--- src/rtl/lbist_pkg.sv ---
package lbist_pkg;

  typedef enum logic {
    ARCH_SPLIT    = 1'b0,
    ARCH_CIRCULAR = 1'b1
  } arch_e;

  typedef struct packed {
    arch_e       arch;
    logic        internal_xor;
    logic        low_align;
    logic [31:0] gen_poly;
    logic [31:0] gen_seed;
    logic [31:0] ana_poly;
    logic [31:0] ana_seed;
    logic [31:0] length;
  } cfg_t;

  localparam logic [2:0] A_CTRL  = 3'd0;
  localparam logic [2:0] A_GPOLY = 3'd1;
  localparam logic [2:0] A_GSEED = 3'd2;
  localparam logic [2:0] A_APOLY = 3'd3;
  localparam logic [2:0] A_ASEED = 3'd4;
  localparam logic [2:0] A_LEN   = 3'd5;

  function automatic logic [31:0] width_mask(input int w);
    return (w >= 32) ? 32'hFFFF_FFFF : ((32'd1 << w) - 32'd1);
  endfunction

  function automatic logic [31:0] lfsr_next(input logic [31:0] s, input logic [31:0] poly,
                                            input int w, input logic internal_xor);
    logic [31:0] m;
    logic [31:0] r;
    m = width_mask(w);
    if (internal_xor)
      r = (s << 1) ^ (s[w-1] ? poly : 32'd0);
    else
      r = (s << 1) | {31'd0, ^(s & poly & m)};
    return r & m;
  endfunction

  function automatic logic [31:0] align_resp(input logic [31:0] resp, input int rw,
                                             input int w, input logic low_align);
    logic [31:0] r;
    if (low_align)    r = resp;
    else if (rw <= w) r = resp << (w - rw);
    else              r = resp >> (rw - w);
    return r & width_mask(w);
  endfunction

endpackage

--- src/rtl/lbist_cfg.sv ---
module lbist_cfg
  import lbist_pkg::*;
(
  input  logic        clk,
  input  logic        rst,
  input  logic        busy,
  input  logic        cfg_we,
  input  logic [2:0]  cfg_addr,
  input  logic [31:0] cfg_wdata,
  output cfg_t        cfg
);

  logic wr_ok;
  assign wr_ok = cfg_we && !busy;

  always_ff @(posedge clk) begin
    if (rst) begin
      cfg <= '0;
    end else if (wr_ok) begin
      case (cfg_addr)
        A_CTRL: begin
          cfg.arch         <= arch_e'(cfg_wdata[0]);
          cfg.internal_xor <= cfg_wdata[1];
          cfg.low_align    <= cfg_wdata[2];
        end
        A_GPOLY: cfg.gen_poly <= cfg_wdata;
        A_GSEED: cfg.gen_seed <= cfg_wdata;
        A_APOLY: cfg.ana_poly <= cfg_wdata;
        A_ASEED: cfg.ana_seed <= cfg_wdata;
        A_LEN:   cfg.length   <= cfg_wdata;
        default: ;
      endcase
    end
  end


  cfg_frozen_chk: assert property (@(posedge clk) disable iff (rst)
    busy && cfg_we |=> $stable(cfg));

endmodule

--- src/rtl/lbist_seq.sv ---
module lbist_seq #(
  parameter int CNT_W   = 20,
  parameter int DEF_LEN = 1000
) (
  input  logic             clk,
  input  logic             rst,
  input  logic             start,
  input  logic [CNT_W-1:0] len_cfg,
  output logic             load,
  output logic             step,
  output logic             busy,
  output logic             done
);

  localparam logic [CNT_W-1:0] DEF_N = CNT_W'(DEF_LEN);

  logic [CNT_W-1:0] cnt;
  logic [CNT_W-1:0] limit;

  assign limit = (len_cfg == '0) ? DEF_N : len_cfg;
  assign load  = start && !busy;
  assign step  = busy;

  always_ff @(posedge clk) begin
    if (rst) begin
      busy <= 1'b0;
      done <= 1'b0;
      cnt  <= '0;
    end else if (load) begin
      busy <= 1'b1;
      done <= 1'b0;
      cnt  <= '0;
    end else if (busy) begin
      if (cnt == limit - 1'b1) begin
        busy <= 1'b0;
        done <= 1'b1;
      end else begin
        cnt <= cnt + 1'b1;
      end
    end
  end


  end_raises_done_chk: assert property (@(posedge clk) disable iff (rst)
    $fell(busy) |-> done);

  cnt_in_range_chk: assert property (@(posedge clk) disable iff (rst)
    busy |-> (cnt < limit));

  done_hold_chk: assert property (@(posedge clk) disable iff (rst)
    done && !start |=> done);

  no_restart_chk: assert property (@(posedge clk) disable iff (rst)
    busy && start |=> (done || busy));

endmodule

--- src/rtl/lbist_lfsr.sv ---
module lbist_lfsr
  import lbist_pkg::*;
#(
  parameter int W  = 16,
  parameter int RW = 10
) (
  input  logic          clk,
  input  logic          rst,
  input  logic          load,
  input  logic [W-1:0]  seed,
  input  logic          step,
  input  logic [W-1:0]  poly,
  input  logic          internal_xor,
  input  logic          inj_en,
  input  logic          low_align,
  input  logic [RW-1:0] resp,
  output logic [W-1:0]  state
);

  logic [31:0] shifted;
  logic [31:0] folded;

  assign shifted = lfsr_next(32'(state), 32'(poly), W, internal_xor);
  assign folded  = inj_en ? align_resp(32'(resp), RW, W, low_align) : 32'd0;

  always_ff @(posedge clk) begin
    if (rst)       state <= '0;
    else if (load) state <= seed;
    else if (step) state <= W'(shifted ^ folded);
  end


  hold_when_idle_chk: assert property (@(posedge clk) disable iff (rst)
    !load && !step |=> $stable(state));

endmodule

--- src/rtl/lbist_ctrl.sv ---
module lbist_ctrl
  import lbist_pkg::*;
#(
  parameter int GEN_W   = 12,
  parameter int ANA_W   = 16,
  parameter int RESP_W  = 10,
  parameter int CNT_W   = 20,
  parameter int DEF_LEN = 1000,
  localparam int SIG_W  = (GEN_W > ANA_W) ? GEN_W : ANA_W
) (
  input  logic              clk,
  input  logic              rst,
  input  logic              cfg_we,
  input  logic [2:0]        cfg_addr,
  input  logic [31:0]       cfg_wdata,
  input  logic              start,
  output logic [GEN_W-1:0]  test_pattern,
  input  logic [RESP_W-1:0] cut_resp,
  output logic              busy,
  output logic              done,
  output logic [SIG_W-1:0]  signature
);

  cfg_t             cfg;
  logic             load;
  logic             step;
  arch_e            arch_run;
  logic [GEN_W-1:0] gen_seed_eff;
  logic [GEN_W-1:0] gen_q;
  logic [ANA_W-1:0] ana_q;
  logic             circ;

  lbist_cfg u_cfg (
    .clk(clk), .rst(rst), .busy(busy),
    .cfg_we(cfg_we), .cfg_addr(cfg_addr), .cfg_wdata(cfg_wdata),
    .cfg(cfg)
  );

  lbist_seq #(.CNT_W(CNT_W), .DEF_LEN(DEF_LEN)) u_seq (
    .clk(clk), .rst(rst), .start(start), .len_cfg(cfg.length[CNT_W-1:0]),
    .load(load), .step(step), .busy(busy), .done(done)
  );

  // The architecture is latched at start so the result mux cannot move afterwards.
  always_ff @(posedge clk) begin
    if (rst)       arch_run <= ARCH_SPLIT;
    else if (load) arch_run <= cfg.arch;
  end

  assign circ         = (arch_run == ARCH_CIRCULAR);
  assign gen_seed_eff = (cfg.gen_seed[GEN_W-1:0] == '0) ? GEN_W'(1) : cfg.gen_seed[GEN_W-1:0];

  lbist_lfsr #(.W(GEN_W), .RW(RESP_W)) u_gen (
    .clk(clk), .rst(rst), .load(load), .seed(gen_seed_eff), .step(step),
    .poly(cfg.gen_poly[GEN_W-1:0]), .internal_xor(cfg.internal_xor),
    .inj_en(circ), .low_align(cfg.low_align), .resp(cut_resp), .state(gen_q)
  );

  lbist_lfsr #(.W(ANA_W), .RW(RESP_W)) u_ana (
    .clk(clk), .rst(rst), .load(load), .seed(cfg.ana_seed[ANA_W-1:0]),
    .step(step && !circ),
    .poly(cfg.ana_poly[ANA_W-1:0]), .internal_xor(cfg.internal_xor),
    .inj_en(1'b1), .low_align(cfg.low_align), .resp(cut_resp), .state(ana_q)
  );

  assign test_pattern = gen_q;
  assign signature    = circ ? SIG_W'(gen_q) : SIG_W'(ana_q);


  seed_nonzero_chk: assert property (@(posedge clk) disable iff (rst)
    load |=> (test_pattern != '0));

  busy_after_start_chk: assert property (@(posedge clk) disable iff (rst)
    load |=> busy && !done);

  busy_done_excl_chk: assert property (@(posedge clk) disable iff (rst)
    !(busy && done));

endmodule

--- config.mk ---
export PLATFORM = sky130hd
export DESIGN_NAME = lbist_ctrl
export DESIGN_NICKNAME = d
export VERILOG_FILES = /design/src/rtl/lbist_pkg.sv /design/src/rtl/lbist_cfg.sv /design/src/rtl/lbist_seq.sv /design/src/rtl/lbist_lfsr.sv /design/src/rtl/lbist_ctrl.sv
export SDC_FILE = /design/constraint.sdc
export NUM_CORES = 1
export LEC_CHECK = 0
export CAP_MARGIN = 15
export CORE_ASPECT_RATIO = 2
export CORE_MARGIN = 3
export CORE_UTILIZATION = 60
export CTS_BUF_LIST = sky130_fd_sc_hd__clkbuf_4 sky130_fd_sc_hd__clkbuf_8
export CTS_CLUSTER_SIZE = 40
export DETAILED_ROUTE_END_ITERATION = 7
export PLACE_DENSITY = 0.77
export SLEW_MARGIN = 20
export SYNTH_ARGS = -nofsm -noshare
export SYNTH_HDL_FRONTEND = slang
export SYNTH_HIERARCHICAL = 1
export SYNTH_SLANG_ARGS = --single-unit
--- constraint.sdc ---
create_clock -name clk -period 4.5 [get_ports clk]
set_input_delay 0.9 -clock clk [delete_from_list [all_inputs] [get_ports clk]]
set_output_delay 0.9 -clock clk [all_outputs]
set_load 0.05 [all_outputs]
======== After elaboration in Yosys (flattened, before gate mapping) ========
Index checks and enable logic that the tools add are counted.
storage, ports and cells
  bits in registers ....................... 130
  output and inout port bits .............. 30
  word-level logic and storage cells ...... 69
  bits of input ports ..................... 49
cells by class
  $add $sub $neg .......................... 2
  bitwise operators ....................... 9
  mux-type cells .......................... 17
  equality and inequality tests ........... 6
  reductions and logical operators ........ 21
operators with widths
  kind                     count
  $mux W16                 6
  $mux W12                 7
  $reduce_xor A32 Y1       2
  $xor A16 B16 Y16         2
  $xor A12 B12 Y12         2
  $add A20 B1 Y20 const B  1
  $eq A20 B20 Y1           1
  $logic_not A20 Y1        1
  $mux W20                 1
  $sub A20 B1 Y20 const B  1
  $and A16 B16 Y16         1
  $or A16 B1 Y16           1
  $reduce_and A2 Y1        8
  $and A12 B12 Y12         1
  $logic_not A12 Y1        1
  $or A12 B1 Y12           1
  $eq A3 B2 Y1 const B     2
  $eq A3 B3 Y1 const B     2
  $reduce_bool A2 Y1       2
  $eq A3 B1 Y1 const B     1
  $logic_and A1 B1 Y1      3
  $logic_not A3 Y1         1
  $mux W1                  3
  $logic_not A1 Y1         2
  other kinds (2)          2

======== Depth between registers and ports, before layout ========
  depth in word-level cells ............... 7
  mapped depth ............................ 14
  depth with buffers taken out ............ 11

======== Cells and area by module ========
The synthesis kept the hierarchy.
by module, submodules not included
  module               area an instance (um2)  sequential area each (um2)  cells an instance  instances
  lbist_cfg            6396.1                  3263.1                      570                1
  lbist_seq            2010.7                  440.4                       263                1
  lbist_lfsr at u_ana  1425.1                  320.3                       200                1
  lbist_lfsr at u_gen  1142.3                  240.2                       152                1
  lbist_ctrl           319.1                   20.0                        38                 1

======== Worst setup path before layout ========
Ideal clock, no wire load.
  path kind ............................... reg-to-reg
  start ................................... reg u_cfg/cfg[4] (netlist name)
  end ..................................... reg u_seq.cnt[11]
  cell stages (with the launch flop) ...... 14
  library setup time ...................... 0.071 ns
  arrival ................................. 3.161 ns
  buffers on the path ..................... 4
  clock period less this slack ............ 3.232 ns
  path slack .............................. 1.268 ns
  required time ........................... 4.429 ns
  path through ............................ dfxtp_1 -> buf_6 -> or4_1 -> buf_2 -> or2_0 -> buf_2 -> or4_4 -> buf_6 -> nand4_1 -> o211ai_2 -> o211ai_4 -> o21ai_2 -> or4_1 -> a21oi_1
on the way
  longest elaborated chain between the ends .. 6
RTL lines
  what                                  line             source
  $logic_not A20 Y1                     lbist_seq.sv:20  assign limit = (len_cfg == '0) ? DEF_N : len_cfg;
  $mux W20 *                            lbist_seq.sv:20
  $sub A20 B1 Y20 *                     lbist_seq.sv:34  if (cnt == limit - 1'b1) begin
  $eq A20 B20 Y1 *                      lbist_seq.sv:34
  $not A1 Y1 (no source line) *         --
  $reduce_and A2 Y1 (no source line) *  --
  to (signal assigned)                  lbist_seq.sv:38  cnt <= cnt + 1'b1;
  to (decl)                             lbist_seq.sv:17  logic [CNT_W-1:0] cnt;
Every way passes the cells marked *; elsewhere a longest branch is shown, timed or not.
A chain may end at the register's enable or synchronous reset.

======== Final worst setup path ========
  start ................................... reg u_cfg/cfg[4] (netlist name)
  end ..................................... reg u_seq.cnt[18]
on the way
  longest elaborated chain between the ends .. 6
RTL lines
  what                                  line
  $logic_not A20 Y1                     lbist_seq.sv:20
  $mux W20 *                            lbist_seq.sv:20
  $sub A20 B1 Y20 *                     lbist_seq.sv:34
  $eq A20 B20 Y1 *                      lbist_seq.sv:34
  $not A1 Y1 (no source line) *         --
  $reduce_and A2 Y1 (no source line) *  --
Marks and branches as above.

==> run_results.csv <==
group,metric,value,unit
run_status,status,"complete, no violations",
run,drv_cap,0,
global_routing,maximum_number_of_pins_on_one_net_before_global_route_repair,77,
layout,final_cell_count_no_fill,1131,
timing,timing_max_transition_violations_final,0,
timing,clock-skew-final,0.01500,ns
critical_path,slowest_stage,"sky130_fd_sc_hd__or4_1",
power_and_ir_drop,total_leakage_power,3.517,nW
global_routing,grt_pass1_vias,6863,
die,die_w,88.15,microns
global_routing,grt_pass1_wl,35380,microns
layout,final_layout_size_suffix_gt1_share,9.704,%
clock_tree,cts_max_path_buffers,2,
critical_path,total_buffers_and_inverters_traversed_by_the_critical_path,0,
clock_tree,postCtsResizedCells,0,
clock_tree,cts_inserted_buffers,17,
die,fp-row-count,59,
timing,totalNegativeSetupSlack,0,ns
clock_tree,clock_latency,0.44,ns
critical_path,end_kind,"register",
global_routing,antenna_found_initial,0,
clock_tree,hold_buffers,0,
critical_path,regToRegStartpoint,"u_cfg/cfg[4]$_SDFFE_PP0P_",
die,floorplan.initialDensity,61.63,%
detailed_routing,detailedRoute.firstIterationViolations,447,
critical_path,cp_data_required_time,4.79,ns
clock_tree,clk_transition_reported_paths,0.09,ns
detailed_routing,routedWlPerCell,19.91,microns
critical_path,cp_cell_sequence,"or4_1 -> nor4b_2 -> o211ai_1 -> xnor2_1 -> o2111a_1 -> nand4_1 -> o21ai_1 -> or3_1 -> a21oi_1",
clock_tree,htreeDepth,4,
critical_path,worstSetupPathDepth,9,
timing,worst_pin_slew,1.021,ns
detailed_routing,drt.antenna.violating_nets,0,
die,fp.dieH,170.3,microns
synth,post_synth_inst_count,946,
worst_hold_path,timing.hold.worst.class,"register to register",
critical_path,critical_path.reg2reg.endpoint,"u_seq/cnt[18]$_SDFFE_PP0P_",
power_and_ir_drop,power_per_cell_area,298.5,mW/mm^2
placed_design,dp_hpwl,16420,microns
layout,area.growth.synth_to_final,11.34,%
timing,timing_hold_violations_final,0,
synth,post_synth.cell_area_avg,8.560,sq um
timing,finalSetupViolCount,0,
clock_tree,cts_setup_buffers,0,
placed_design,buffer_ports.inserted,66,
timing,slew-limit-headroom,31.71,%
power_and_ir_drop,max-vdd-ir-drop,0.0002406,V
timing,fmax,271.1,MHz
placed_design,place_congestion,0.8952,
die,die-area,0.01501,sq mm
layout,num_antenna_cells,0,
clock_tree,cts.root.buffer_cell,"sky130_fd_sc_hd__clkbuf_8",
critical_path,timing.critical_path.slowest_cell_delay,0.67,ns
critical_path,worst-setup-path-type,"register to register",
timing,rsz_0062_raised_after_global_routing,"no",
layout,nets,1017,
synth,synth_nets,997,
critical_path,reg2reg_depth,9,
critical_path,worst_setup_path_startpoint,"u_cfg/cfg[4]$_SDFFE_PP0P_",
detailed_routing,drt_pre_antenna_iters,6,
critical_path,reg2reg_setup_slack,0.81,ns
critical_path,timing.critical_path.max_delay_family,"simple AND/OR/NAND/NOR gates",
clock_tree,cts.sink_count,130,
critical_path,critical_path_peak_fanout,10,
detailed_routing,total_number_of_vias,6976,
placed_design,place.detailed.instances,1099,
synth,syn-cell-area,0.008098,sq mm
critical_path,worst-endpoint-arrival,3.98,ns
critical_path,timing.critical_path.from_type,"register",
detailed_routing,route.detailed.drc,0,
synth,synthesis.yosys.warnings,6,
clock_tree,tritoncts_clock_tree,"yes",
global_routing,grt.total_usage,30.72,%
die,count_of_pins_on_the_block_boundary,79,
detailed_routing,via_per_inst,6.168,
detailed_routing,detail_route.wirelength,22520,microns
timing,timing.final.crit_period,3.688,ns
die,core-area,0.01314,sq mm
critical_path,critical_path.endpoint,"u_seq/cnt[18]$_SDFFE_PP0P_",
timing,post-route-period-util,81.96,%
global_routing,overflow,0,
[sequential cells by signal, summed over array words and instances, names as in the netlist]
signal and flops:
arch_run 1, u_ana/state 16, u_cfg/cfg 79, u_gen/state 12, u_seq/busy 1, u_seq/cnt 20, u_seq/done 1
[layout by cell type (no fill, tap or decap), types with 5 or more instances in the layout]
master and count:
sky130_fd_sc_hd__a21oi_1 51, sky130_fd_sc_hd__a221oi_1 16, sky130_fd_sc_hd__and2_1 6, sky130_fd_sc_hd__and2b_1 5
sky130_fd_sc_hd__and3_1 9, sky130_fd_sc_hd__buf_4 11, sky130_fd_sc_hd__clkbuf_8 18, sky130_fd_sc_hd__clkdlybuf4s50_1 65
sky130_fd_sc_hd__dfxtp_1 129, sky130_fd_sc_hd__inv_1 26, sky130_fd_sc_hd__mux2_2 20, sky130_fd_sc_hd__mux2_4 5
sky130_fd_sc_hd__mux2i_1 82, sky130_fd_sc_hd__nand2_1 82, sky130_fd_sc_hd__nand2b_1 104, sky130_fd_sc_hd__nand3_1 36
sky130_fd_sc_hd__nand3b_1 10, sky130_fd_sc_hd__nand4_1 10, sky130_fd_sc_hd__nor2_1 31, sky130_fd_sc_hd__nor2b_1 5
sky130_fd_sc_hd__nor3_1 11, sky130_fd_sc_hd__nor4_1 9, sky130_fd_sc_hd__o21ai_0 33, sky130_fd_sc_hd__o31ai_1 9
sky130_fd_sc_hd__or3_1 11, sky130_fd_sc_hd__or4_1 11, sky130_fd_sc_hd__xnor2_1 67, sky130_fd_sc_hd__xor2_1 31
[per-layer routing]
metal | part of all wire (%) | GRT usage (%) | vias up | wire length [microns]
met5 | 0 | 0 | - | 0
met4 | 6.0 | 19.54 | 0 | 1354
met3 | 4.3 | 3.585 | 86 | 962
met2 | 53 | 55.22 | 252 | 12010
met1 | 36 | 32.91 | 3343 | 8188
li1 | - | - | 3295 | -
[power breakdown]
group,internal [W],switching [W]
Combinational,0.000219,0.000315
Sequential,0.00118,0.0000560
Clock,0.000411,0.000506
Total,0.00181,0.000877
[per-stage QoR]
step | instance area (sq um) | setup WS, ns | utilization (%) | hold WS, ns | total power, W
2_1_floorplan | 8098 | 1.268 | - | 0.4483 | 0.001630
3_3_place_gp | 8656 | 0.9083 | 65.87 | 0.4531 | 0.001787
3_5_place_dp | 8656 | 0.8449 | 65.87 | 0.4567 | 0.001792
4_1_cts | 9015 | 0.8423 | 68.61 | 0.4761 | 0.002695
5_1_grt | 9016 | 0.5048 | 68.62 | 0.4926 | 0.002794
6_report | 9016 | 0.8120 | 68.62 | 0.4691 | 0.002692
[tightest hold or removal path: stages (launching register included)]
cell and delay (ns):
sky130_fd_sc_hd__dfxtp_1 0.33, sky130_fd_sc_hd__a21oi_1 0.04, sky130_fd_sc_hd__nor2_1 0.07
[worst min path at each step]
stage,start,endpoint,slack [ns],depth (start not counted)
global route,u_cfg/cfg[33]$_SDFFE_PP0P_,u_cfg/cfg[33]$_SDFFE_PP0P_,0.49,2
CTS,u_seq/done$_SDFFE_PP0P_,u_seq/done$_SDFFE_PP0P_,0.48,2
finish,u_seq/done$_SDFFE_PP0P_,u_seq/done$_SDFFE_PP0P_,0.47,2
detailed placement,u_seq/done$_SDFFE_PP0P_,u_seq/done$_SDFFE_PP0P_,0.46,2
global placement,u_seq/done$_SDFFE_PP0P_,u_seq/done$_SDFFE_PP0P_,0.45,2
floorplan,u_cfg/cfg[43]$_SDFFE_PP0P_,u_cfg/cfg[43]$_SDFFE_PP0P_,0.45,2
[final cells by class]
type | instances | area [sq um]
Clock buffer | 19 | 255.2
Inverter | 26 | 97.59
Fill cell | 1101 | 4124
Sequential cell | 130 | 2604
Clock inverter | 13 | 103.9
Timing Repair Buffer | 76 | 733.2
Multi-Input combinational cell | 715 | 5032
Tap cell | 152 | 190.2
Power figures use the tool's default switching activity.
